<file path="src/rtl/iomux_pkg.sv">
`timescale 1ns/1ps
package iomux_pkg;

  localparam logic [4:0] FSEL_NULL = 5'h1F;
  localparam int PAD_BIT = 31;

  typedef enum logic [1:0] {
    OVR_PASS = 2'd0,
    OVR_INV  = 2'd1,
    OVR_LOW  = 2'd2,
    OVR_HIGH = 2'd3
  } ovr_e;

  typedef struct packed {
    ovr_e       irq;
    ovr_e       inp;
    ovr_e       oe;
    ovr_e       out;
    logic [4:0] fsel;
  } pin_cfg_t;

  localparam pin_cfg_t CFG_RESET = '{irq: OVR_PASS, inp: OVR_PASS, oe: OVR_PASS,
                                     out: OVR_PASS, fsel: FSEL_NULL};

  function automatic logic apply_ovr(input logic v, input ovr_e o);
    case (o)
      OVR_PASS: return v;
      OVR_INV:  return ~v;
      OVR_LOW:  return 1'b0;
      default:  return 1'b1;
    endcase
  endfunction

  function automatic pin_cfg_t word_to_cfg(input logic [31:0] w);
    pin_cfg_t c;
    c.fsel = w[4:0];
    c.out  = ovr_e'(w[9:8]);
    c.oe   = ovr_e'(w[13:12]);
    c.inp  = ovr_e'(w[17:16]);
    c.irq  = ovr_e'(w[21:20]);
    return c;
  endfunction

  function automatic logic [31:0] cfg_to_word(input pin_cfg_t c);
    logic [31:0] w;
    w        = '0;
    w[4:0]   = c.fsel;
    w[9:8]   = c.out;
    w[13:12] = c.oe;
    w[17:16] = c.inp;
    w[21:20] = c.irq;
    return w;
  endfunction

endpackage

</file>
<file path="src/rtl/iomux_regs.sv">
`timescale 1ns/1ps
module iomux_regs
  import iomux_pkg::*;
#(
  parameter int NUM_PINS = 30,
  parameter int ADDR_W   = 5
) (
  input  logic                     clk,
  input  logic                     rst_n,
  input  logic                     bus_wr,
  input  logic                     bus_rd,
  input  logic [ADDR_W-1:0]        bus_addr,
  input  logic [31:0]              bus_wdata,
  input  logic [NUM_PINS-1:0]      pad_in,
  output pin_cfg_t [NUM_PINS-1:0]  cfg,
  output logic [31:0]              bus_rdata
);

  pin_cfg_t [NUM_PINS-1:0] cfg_q;
  logic [31:0]             rdata_q;
  logic                    in_range;
  logic                    pad_at_addr;

  assign in_range    = ({1'b0, bus_addr} < (ADDR_W+1)'(NUM_PINS));
  assign pad_at_addr = in_range ? pad_in[bus_addr] : 1'b0;

  always_ff @(posedge clk) begin
    if (!rst_n) begin
      for (int p = 0; p < NUM_PINS; p++) cfg_q[p] <= CFG_RESET;
    end else if (bus_wr && in_range) begin
      cfg_q[bus_addr] <= word_to_cfg(bus_wdata);
    end
  end

  always_ff @(posedge clk) begin
    if (!rst_n) begin
      rdata_q <= '0;
    end else if (bus_rd) begin
      if (in_range) begin
        rdata_q          <= cfg_to_word(cfg_q[bus_addr]);
        rdata_q[PAD_BIT] <= pad_at_addr;
      end else begin
        rdata_q <= '0;
      end
    end
  end

  assign cfg       = cfg_q;
  assign bus_rdata = rdata_q;

  // writes outside the bank leave every control word untouched
  a_r11_oob_write_ignored: assert property (@(posedge clk) disable iff (!rst_n)
    (bus_wr && !in_range) |=> $stable(cfg_q));

  // reads outside the bank return zero
  a_r11_oob_read_zero: assert property (@(posedge clk) disable iff (!rst_n)
    (bus_rd && !in_range) |=> (bus_rdata == 32'h0));

  // status bit mirrors the raw pad captured at the read
  a_r10_raw_pad_bit: assert property (@(posedge clk) disable iff (!rst_n)
    (bus_rd && in_range) |=> (bus_rdata[PAD_BIT] == $past(pad_at_addr)));

endmodule

</file>
<file path="src/rtl/iomux_pin.sv">
`timescale 1ns/1ps
module iomux_pin
  import iomux_pkg::*;
#(
  parameter int NUM_FUNCS = 10
) (
  input  logic                 clk,
  input  logic                 rst_n,
  input  pin_cfg_t             cfg,
  input  logic [NUM_FUNCS-1:0] lane_out,
  input  logic [NUM_FUNCS-1:0] lane_oe,
  input  logic                 pad_in,
  output logic                 pad_out,
  output logic                 pad_oe,
  output logic                 pin_irq,
  output logic                 in_val,
  output logic [NUM_FUNCS-1:0] fsel_hit
);

  localparam int FW = (NUM_FUNCS > 1) ? $clog2(NUM_FUNCS) : 1;

  logic          fsel_ok;
  logic [FW-1:0] fidx;
  logic          sel_out;
  logic          sel_oe;

  assign fsel_ok = (int'(cfg.fsel) < NUM_FUNCS);
  assign fidx    = cfg.fsel[FW-1:0];

  always_comb begin
    sel_out  = 1'b0;
    sel_oe   = 1'b0;
    fsel_hit = '0;
    if (fsel_ok) begin
      sel_out        = lane_out[fidx];
      sel_oe         = lane_oe[fidx];
      fsel_hit[fidx] = 1'b1;
    end
  end

  assign pad_out = apply_ovr(sel_out, cfg.out);
  assign pad_oe  = apply_ovr(sel_oe,  cfg.oe);
  assign in_val  = apply_ovr(pad_in,  cfg.inp);
  assign pin_irq = apply_ovr(pad_in,  cfg.irq);

  // forced output codes win over any routed value
  a_r5_force_low: assert property (@(posedge clk) disable iff (!rst_n)
    (cfg.out == OVR_LOW) |-> !pad_out);
  a_r5_force_high: assert property (@(posedge clk) disable iff (!rst_n)
    (cfg.out == OVR_HIGH) |-> pad_out);

  // unsupported codes enable nothing unless an override does
  a_r4_null_no_drive: assert property (@(posedge clk) disable iff (!rst_n)
    (!fsel_ok && cfg.oe == OVR_PASS) |-> !pad_oe);
  a_r4_null_no_hit: assert property (@(posedge clk) disable iff (!rst_n)
    !fsel_ok |-> (fsel_hit == '0));

  // a pin feeds at most one function
  a_r3_single_hit: assert property (@(posedge clk) disable iff (!rst_n)
    $onehot0(fsel_hit));

endmodule

</file>
<file path="src/rtl/iomux_gather.sv">
`timescale 1ns/1ps
module iomux_gather #(
  parameter int NUM_PINS  = 30,
  parameter int NUM_FUNCS = 10,
  parameter int NUM_LANES = 8
) (
  input  logic                           clk,
  input  logic                           rst_n,
  input  logic [NUM_FUNCS-1:0]           fsel_hit [NUM_PINS],
  input  logic [NUM_PINS-1:0]            in_val,
  output logic [NUM_FUNCS*NUM_LANES-1:0] fn_in
);

  localparam int FN_W = NUM_FUNCS * NUM_LANES;

  always_comb begin
    fn_in = '0;
    for (int p = 0; p < NUM_PINS; p++) begin
      for (int f = 0; f < NUM_FUNCS; f++) begin
        fn_in[f*NUM_LANES + (p % NUM_LANES)] = fn_in[f*NUM_LANES + (p % NUM_LANES)]
                                               | (fsel_hit[p][f] & in_val[p]);
      end
    end
  end

  // with no pin selecting any function, every gathered input is low
  logic any_hit;
  always_comb begin
    any_hit = 1'b0;
    for (int p = 0; p < NUM_PINS; p++) any_hit = any_hit | (|fsel_hit[p]);
  end

  a_r9_idle_gather_low: assert property (@(posedge clk) disable iff (!rst_n)
    !any_hit |-> (fn_in == FN_W'(0)));

endmodule

</file>
<file path="src/rtl/iomux_bank.sv">
`timescale 1ns/1ps
module iomux_bank
  import iomux_pkg::*;
#(
  parameter int NUM_PINS  = 30,
  parameter int NUM_FUNCS = 10,
  parameter int NUM_LANES = 8,
  parameter int ADDR_W    = $clog2(NUM_PINS + 1)
) (
  input  logic                           clk,
  input  logic                           rst_n,
  input  logic                           bus_wr,
  input  logic                           bus_rd,
  input  logic [ADDR_W-1:0]              bus_addr,
  input  logic [31:0]                    bus_wdata,
  output logic [31:0]                    bus_rdata,
  input  logic [NUM_PINS-1:0]            pad_in,
  output logic [NUM_PINS-1:0]            pad_out,
  output logic [NUM_PINS-1:0]            pad_oe,
  output logic [NUM_PINS-1:0]            pin_irq,
  input  logic [NUM_FUNCS*NUM_LANES-1:0] fn_out,
  input  logic [NUM_FUNCS*NUM_LANES-1:0] fn_oe,
  output logic [NUM_FUNCS*NUM_LANES-1:0] fn_in
);

  pin_cfg_t [NUM_PINS-1:0] cfg;
  logic [NUM_FUNCS-1:0]    fsel_hit [NUM_PINS];
  logic [NUM_PINS-1:0]     in_val;

  iomux_regs #(.NUM_PINS(NUM_PINS), .ADDR_W(ADDR_W)) u_regs (
    .clk       (clk),
    .rst_n     (rst_n),
    .bus_wr    (bus_wr),
    .bus_rd    (bus_rd),
    .bus_addr  (bus_addr),
    .bus_wdata (bus_wdata),
    .pad_in    (pad_in),
    .cfg       (cfg),
    .bus_rdata (bus_rdata)
  );

  for (genvar p = 0; p < NUM_PINS; p++) begin : g_pin
    localparam int LANE = p % NUM_LANES;
    logic [NUM_FUNCS-1:0] lane_out;
    logic [NUM_FUNCS-1:0] lane_oe;

    for (genvar f = 0; f < NUM_FUNCS; f++) begin : g_lane
      assign lane_out[f] = fn_out[f*NUM_LANES + LANE];
      assign lane_oe[f]  = fn_oe[f*NUM_LANES + LANE];
    end

    iomux_pin #(.NUM_FUNCS(NUM_FUNCS)) u_pin (
      .clk      (clk),
      .rst_n    (rst_n),
      .cfg      (cfg[p]),
      .lane_out (lane_out),
      .lane_oe  (lane_oe),
      .pad_in   (pad_in[p]),
      .pad_out  (pad_out[p]),
      .pad_oe   (pad_oe[p]),
      .pin_irq  (pin_irq[p]),
      .in_val   (in_val[p]),
      .fsel_hit (fsel_hit[p])
    );
  end

  iomux_gather #(
    .NUM_PINS  (NUM_PINS),
    .NUM_FUNCS (NUM_FUNCS),
    .NUM_LANES (NUM_LANES)
  ) u_gather (
    .clk      (clk),
    .rst_n    (rst_n),
    .fsel_hit (fsel_hit),
    .in_val   (in_val),
    .fn_in    (fn_in)
  );

endmodule

</file>
<file path="config.mk">
export PLATFORM = sky130hd
export DESIGN_NAME = iomux_bank
export DESIGN_NICKNAME = d
export VERILOG_FILES = /design/src/rtl/iomux_pkg.sv /design/src/rtl/iomux_regs.sv /design/src/rtl/iomux_pin.sv /design/src/rtl/iomux_gather.sv /design/src/rtl/iomux_bank.sv
export SDC_FILE = /design/constraint.sdc
export NUM_CORES = 2
export LEC_CHECK = 0
export BUFFER_PORTS_ARGS = -buffer_cell sky130_fd_sc_hd__buf_2
export CAP_MARGIN = 20
export CELL_PAD_IN_SITES_DETAIL_PLACEMENT = 1
export CELL_PAD_IN_SITES_GLOBAL_PLACEMENT = 2
export CORE_AREA = 2 2 283 285
export CTS_BUF_LIST = sky130_fd_sc_hd__clkbuf_4 sky130_fd_sc_hd__clkbuf_8 sky130_fd_sc_hd__clkbuf_16
export DETAILED_ROUTE_END_ITERATION = 10
export DIE_AREA = 0 0 285 287
export PLACE_DENSITY_LB_ADDON = 0.1
export RECOVER_POWER = 50
export SYNTH_ARGS = -nofsm -noshare
export SYNTH_HDL_FRONTEND = slang
export SYNTH_SLANG_ARGS = --single-unit
</file>
<file path="constraint.sdc">
create_clock -name clk -period 6.1 [get_ports clk]
set_input_delay 1.525 -clock clk [delete_from_list [all_inputs] [get_ports clk]]
set_output_delay 1.525 -clock clk [all_outputs]
set_load 0.005 [all_outputs]
</file>
# == Word level (Yosys, flattened, before mapping) ==
# Cells that the tools add are included.
# word_totals
reg_bits,422
wordCells,1644
# op_classes
order_cmp,93
n_eq_ne,240
mux,398
n_bitwise,610
reduce_logical,152
# op_table
op,n
$bwmux 390,1
$pmux 1 s3,120
$and 1x1->1,300
$mux 10,30
$bmux 1 s4,60
$eq 2x1->1 const B,120
$eq 2x2->1 const B,120
$logic_not 2->1,120
$or 1x1->1,220
$mux 1,151
$lt 4x5->1 const B,30
$lt 5x4->1 const B,30
$demux 1 s4,30
$ge 4x1->1 const B,30
$not 1->1,90
$bmux 13 s5,1
$demux 13 s5,1
$logic_and 1x1->1,32
$mux 32,1
$mux 13,2
$lt 5x6->1 const B,1
$bmux 1 s5,1
$ge 5x1->1 const B,1
$lt 5x5->1 const B,1

# == Depth between registers and ports, before layout ==
# depth
ltp_word,9
ltp_mapped,8
ltp_nobuf,5

# == By module ==
# Synthesis repeated with hierarchy kept, for this count alone.
# hier_totals
cells_unflattened,4321
area_unflattened_um2,33221.9
# modules_own_cells
module,instances,cells_each,area_each_um2,seq_area_each_um2
iomux_regs,1,2151,18515.3,8087.8
iomux_pin,30,64,437.9,0.0
iomux_gather,1,250,1569.0,0.0

# == Worst setup path after synthesis ==
# No wires, ideal clock.
# synth_timing
kind,in2out
start,in fn_out[57]
end,out pad_out[1]
t_arrival_ns,2.630
setup_slack_ns,1.945
path_stages,6
n_path_buf,1
path_cell_list,mux4_2 -> nor2b_1 -> a211oi_1 -> nor3_1 -> xor2_1 -> buf_4
# synth_between
elab_chain_cells,5
# synth_rtl
item,line_no,rtl
from (decl),iomux_bank.sv:21,"input logic [NUM_FUNCS*NUM_LANES-1:0] fn_out,"
$bmux 1 s4 *,iomux_pin.sv:35,sel_out = lane_out[fidx];
$mux 1 (implied by the code) *,iomux_pin.sv:35,
$mux 1 *,iomux_pin.sv:34,if (fsel_ok) begin
$not 1->1,iomux_pkg.sv:28,OVR_INV: return ~v;
$pmux 1 s3 *,iomux_pkg.sv:26,case (o)
to (decl),iomux_bank.sv:18,"output logic [NUM_PINS-1:0] pad_out,"
# Every way passes the cells marked *; elsewhere a longest branch is shown, timed or not. The select of a mux whose other input is x is not followed.

# == Worst setup path after layout ==
# layout_timing
start,in bus_addr[0]
end,reg u_regs.cfg_q (netlist bit u_regs.cfg[249])
# layout_between
elab_chain_cells,5
elab_cells_between_ends,8
cone_classes,3 x order compare; 3 x mux; 2 x reduce/logical
# layout_rtl
item,line_no,rtl
from (decl),iomux_bank.sv:14,"input logic [ADDR_W-1:0] bus_addr,"
$lt 5x6->1 (implied by the code) or $ge 5x1->1 (tied branches),iomux_regs.sv:31,cfg_q[bus_addr] <= word_to_cfg(bus_wdata);
$logic_and 1x1->1 (implied by the code),iomux_regs.sv:31,
$mux 13 (implied by the code),iomux_regs.sv:31,
$demux 13 s5,--,
$bwmux 390,iomux_regs.sv:31,
"to (signal, indexed assignment)",iomux_regs.sv:31,
to (decl),iomux_regs.sv:19,pin_cfg_t [NUM_PINS-1:0] cfg_q;
# Parallel ways exist; a longest one is shown, timed or not.
# A chain may end at the register's enable or synchronous reset.

==> metrics.txt <==
Max-Cap Viols 8; Slew Limit Fails 232; CP max stage delay 1500 ps; status finished with violations; NetSw 1.797 mW; asr flop ratio synth 0%; critical path buffer and inverter count 2; Slew headroom -36.43%; Ports 433; startpoint types primary input; Synth top cells by count nand2_1 (666), dfxtp_1 (404), mux2i_1 (399); antenna violations before repair 6; pre-CTS WS 1217 ps; Tcrit/Tclk final 83.49%; WHS 482.9 ps; Comb power frac 11.4%; WL final 137100 µm; gr ovfl total 0; power share of the clock group 48.2%; number of CTS-inserted buffers 50; number of global-route vias before repair 28680; Critical Path AT 5550 ps; fin worst setup slack 1007 ps; gp weighted congestion 0.9558; die width 285 µm; CP endpoint kind register; RSZ-0062 raised after global routing false; WP data required 6550 ps; pin count of the biggest net entering global routing 194; clock sinks 404; drt wl/cell 28.92 µm; root buf cell clkbuf_16; post-CTS setup buffer count 0; Area Growth Syn to Fin 10.08%; Sw Ratio 26.70%; Worst Path Max Fanout 92; CP Class in -> reg; post-synth top area cell dfxtp_1; Worst-Margin Slew 2046 ps; die height 287 µm; cts hold-fix bufs 0; core area 0.07861 mm²; pwr dens 206.2 mW/mm²; Mapped Area 0.02964 mm²; fin crit period 5093 ps; Warnings, synthesis 0; die area 0.08180 mm²; vias per cell 6.018; CP delay by family, top buffers and inverters; vias post-DR 28530; final hold vios 0; CTS tree done; All-Layer GR Usage 32.40%; area fraction of the dominant cell type after synthesis 27.28%; EDFF count, synth 0; antenna-violating nets left 0; Initial DRC Count 2244; global-route wire length before repair 198900 µm; Rows 103; clock-pin slew of the registers on the worst-case setup and hold paths 60 ps; H-tree lvl count 2; library cells used by synthesis 71; clock skew 21.36 ps; Avg Cell Area, Syn 8.269 µm²; failing checks max-capacitance violations, max-slew violations; Peak VDD IR 195.3 µV; hpwl dp 102500 µm; Mapped Cells 3585; Flop pwr share 40.4%; fill count 9357; Slowest-stage cell, CP clkbuf_1; DRT Pass-1 Iters 5; Buffers on Ports 395; worst skew pair latency 610 ps; drt drc 0; HP Class reg -> reg; #FFs+latches synth 404; setup TNS 0 ps; Leak 12.73 nW; fmax 196.3 MHz; top-count cell post-synth nand2_1; fraction of layout cells with a size suffix above 1 17.85%; count of final setup violators 0; initial core utilization 37.71%; synth top area cells dfxtp_1 (27%), mux2i_1 (13%), nand2_1 (8.4%); Seq/Total Area, Yosys 27.28%; Synth Flop Type dfxtp_1; CP Cell Sequence clkbuf_4 -> nand4_1 -> clkbuf_1 -> nor2_1 -> nand2_1 -> nand3_1; Final #Nets 3881; Internal 4.933 mW; Resize count post-CTS 0; Clock Path Buffers 3
==> layout make-up <==
type                            instances  area (µm²)  area share [%]
Multi-Input combinational cell       2763       19230           58.93
Sequential cell                       404        8088           24.79
Timing Repair Buffer                  419        2176           6.668
Clock buffer                           76        1564           4.793
Tap cell                             1050        1314           4.026
Clock inverter                         13       203.9          0.6250
Inverter                               12       45.04          0.1380
Antenna cell                            4       10.01         0.03067
==> worst paths after layout <==
check                                from                                 to  slack [ps]  depth (start not counted)
min reg2reg  u_regs.cfg[307]$_SDFFE_PN0P_       u_regs.cfg[307]$_SDFFE_PN0P_         480                          2
max                           bus_addr[0]       u_regs.cfg[249]$_SDFFE_PN1P_        1010                          6
max reg2reg  u_regs.cfg[267]$_SDFFE_PN0P_  u_regs.bus_rdata[12]$_SDFFE_PN0P_        3950                          5
min          u_regs.cfg[307]$_SDFFE_PN0P_       u_regs.cfg[307]$_SDFFE_PN0P_         480                          2
==> metrics by stage <==
| stage | area, µm² | utilization [%] | power [mW] | cells |
|---|---|---|---|---|
| final | 32630 | 41.51 | 6.730 | 4741 |
| after global routing | 32620 | 41.50 | 6.900 | 4738 |
| after CTS | 32730 | 41.63 | 6.752 | 4734 |
| after detailed placement | 30960 | 39.38 | 3.530 | 4645 |
| after global placement | 30950 | 39.37 | 3.513 | 4644 |
| after floorplan | 29710 | - | 3.215 | 3602 |
==> worst reg2reg max path: cells and delay by family, from the launching register on <==
| kind | cells | cell delay [ps] |
|---|---|---|
| AND/OR/NAND/NOR | 2 | 650 |
| multiplexers | 1 | 570 |
| flip-flops | 1 | 390 |
| AO/OA/AOI/OAI | 2 | 450 |
==> placed cells by master (no fill, tap or decap), types with 10 or more instances in the layout <==
master	count
nor3b_1	62
clkbuf_8	16
nand2_1	666
nand3_1	172
a32oi_1	22
mux2_2	30
a22oi_1	56
nand4_1	28
nor3_1	48
or3b_2	15
o211ai_1	28
xnor2_1	106
clkbuf_1	17
nand4b_1	14
o21ai_0	130
a21oi_1	13
o22ai_1	125
mux4_2	104
a21boi_0	162
dfxtp_1	404
clkbuf_4	10
nand2b_1	71
conb_1	18
a211oi_1	10
inv_1	12
clkbuf_16	51
xor2_1	14
buf_2	382
nor2b_1	155
a22o_1	15
nor2_1	150
nor4_1	33
mux2i_1	399
buf_4	14
==> kinds of logic (layout without fill, tap and decap cells) <==
kind of cell | count (synthesis) | in the layout | share of synthesized area, %
other | 1 | 22 | 0.01265
and+or+nand+nor | 1478 | 1478 | 24.70
xor gates and xnor gates | 120 | 120 | 3.546
AOI/OAI and AO/OA | 614 | 614 | 14.17
muxes | 533 | 533 | 22.51
buffers and inverters | 435 | 520 | 7.775
DFF | 404 | 404 | 27.28
==> sequential cells by signal, indices dropped and copies added (netlist names) <==
| signal | count |
|---|---|
| u_regs.bus_rdata | 14 |
| u_regs.cfg | 390 |
==> power by group through the flow <==
stage	Combinational, mW	Sequential, mW	Clock, mW
3_5_place_dp	0.752	2.78	0
3_3_place_gp	0.738	2.78	0
6_report	0.764	2.72	3.25
4_1_cts	0.755	2.72	3.28
5_1_grt	0.797	2.72	3.38
2_1_floorplan	0.477	2.74	0
==> routing by layer <==
metal | share of wire [%] | GRT usage [%]
met5 | 0.020 | 0
met3 | 5.2 | 3.786
met2 | 46 | 52.81
met4 | 3.3 | 10.27
met1 | 45 | 44.73
Note: power is estimated with default switching activity, not from simulation.
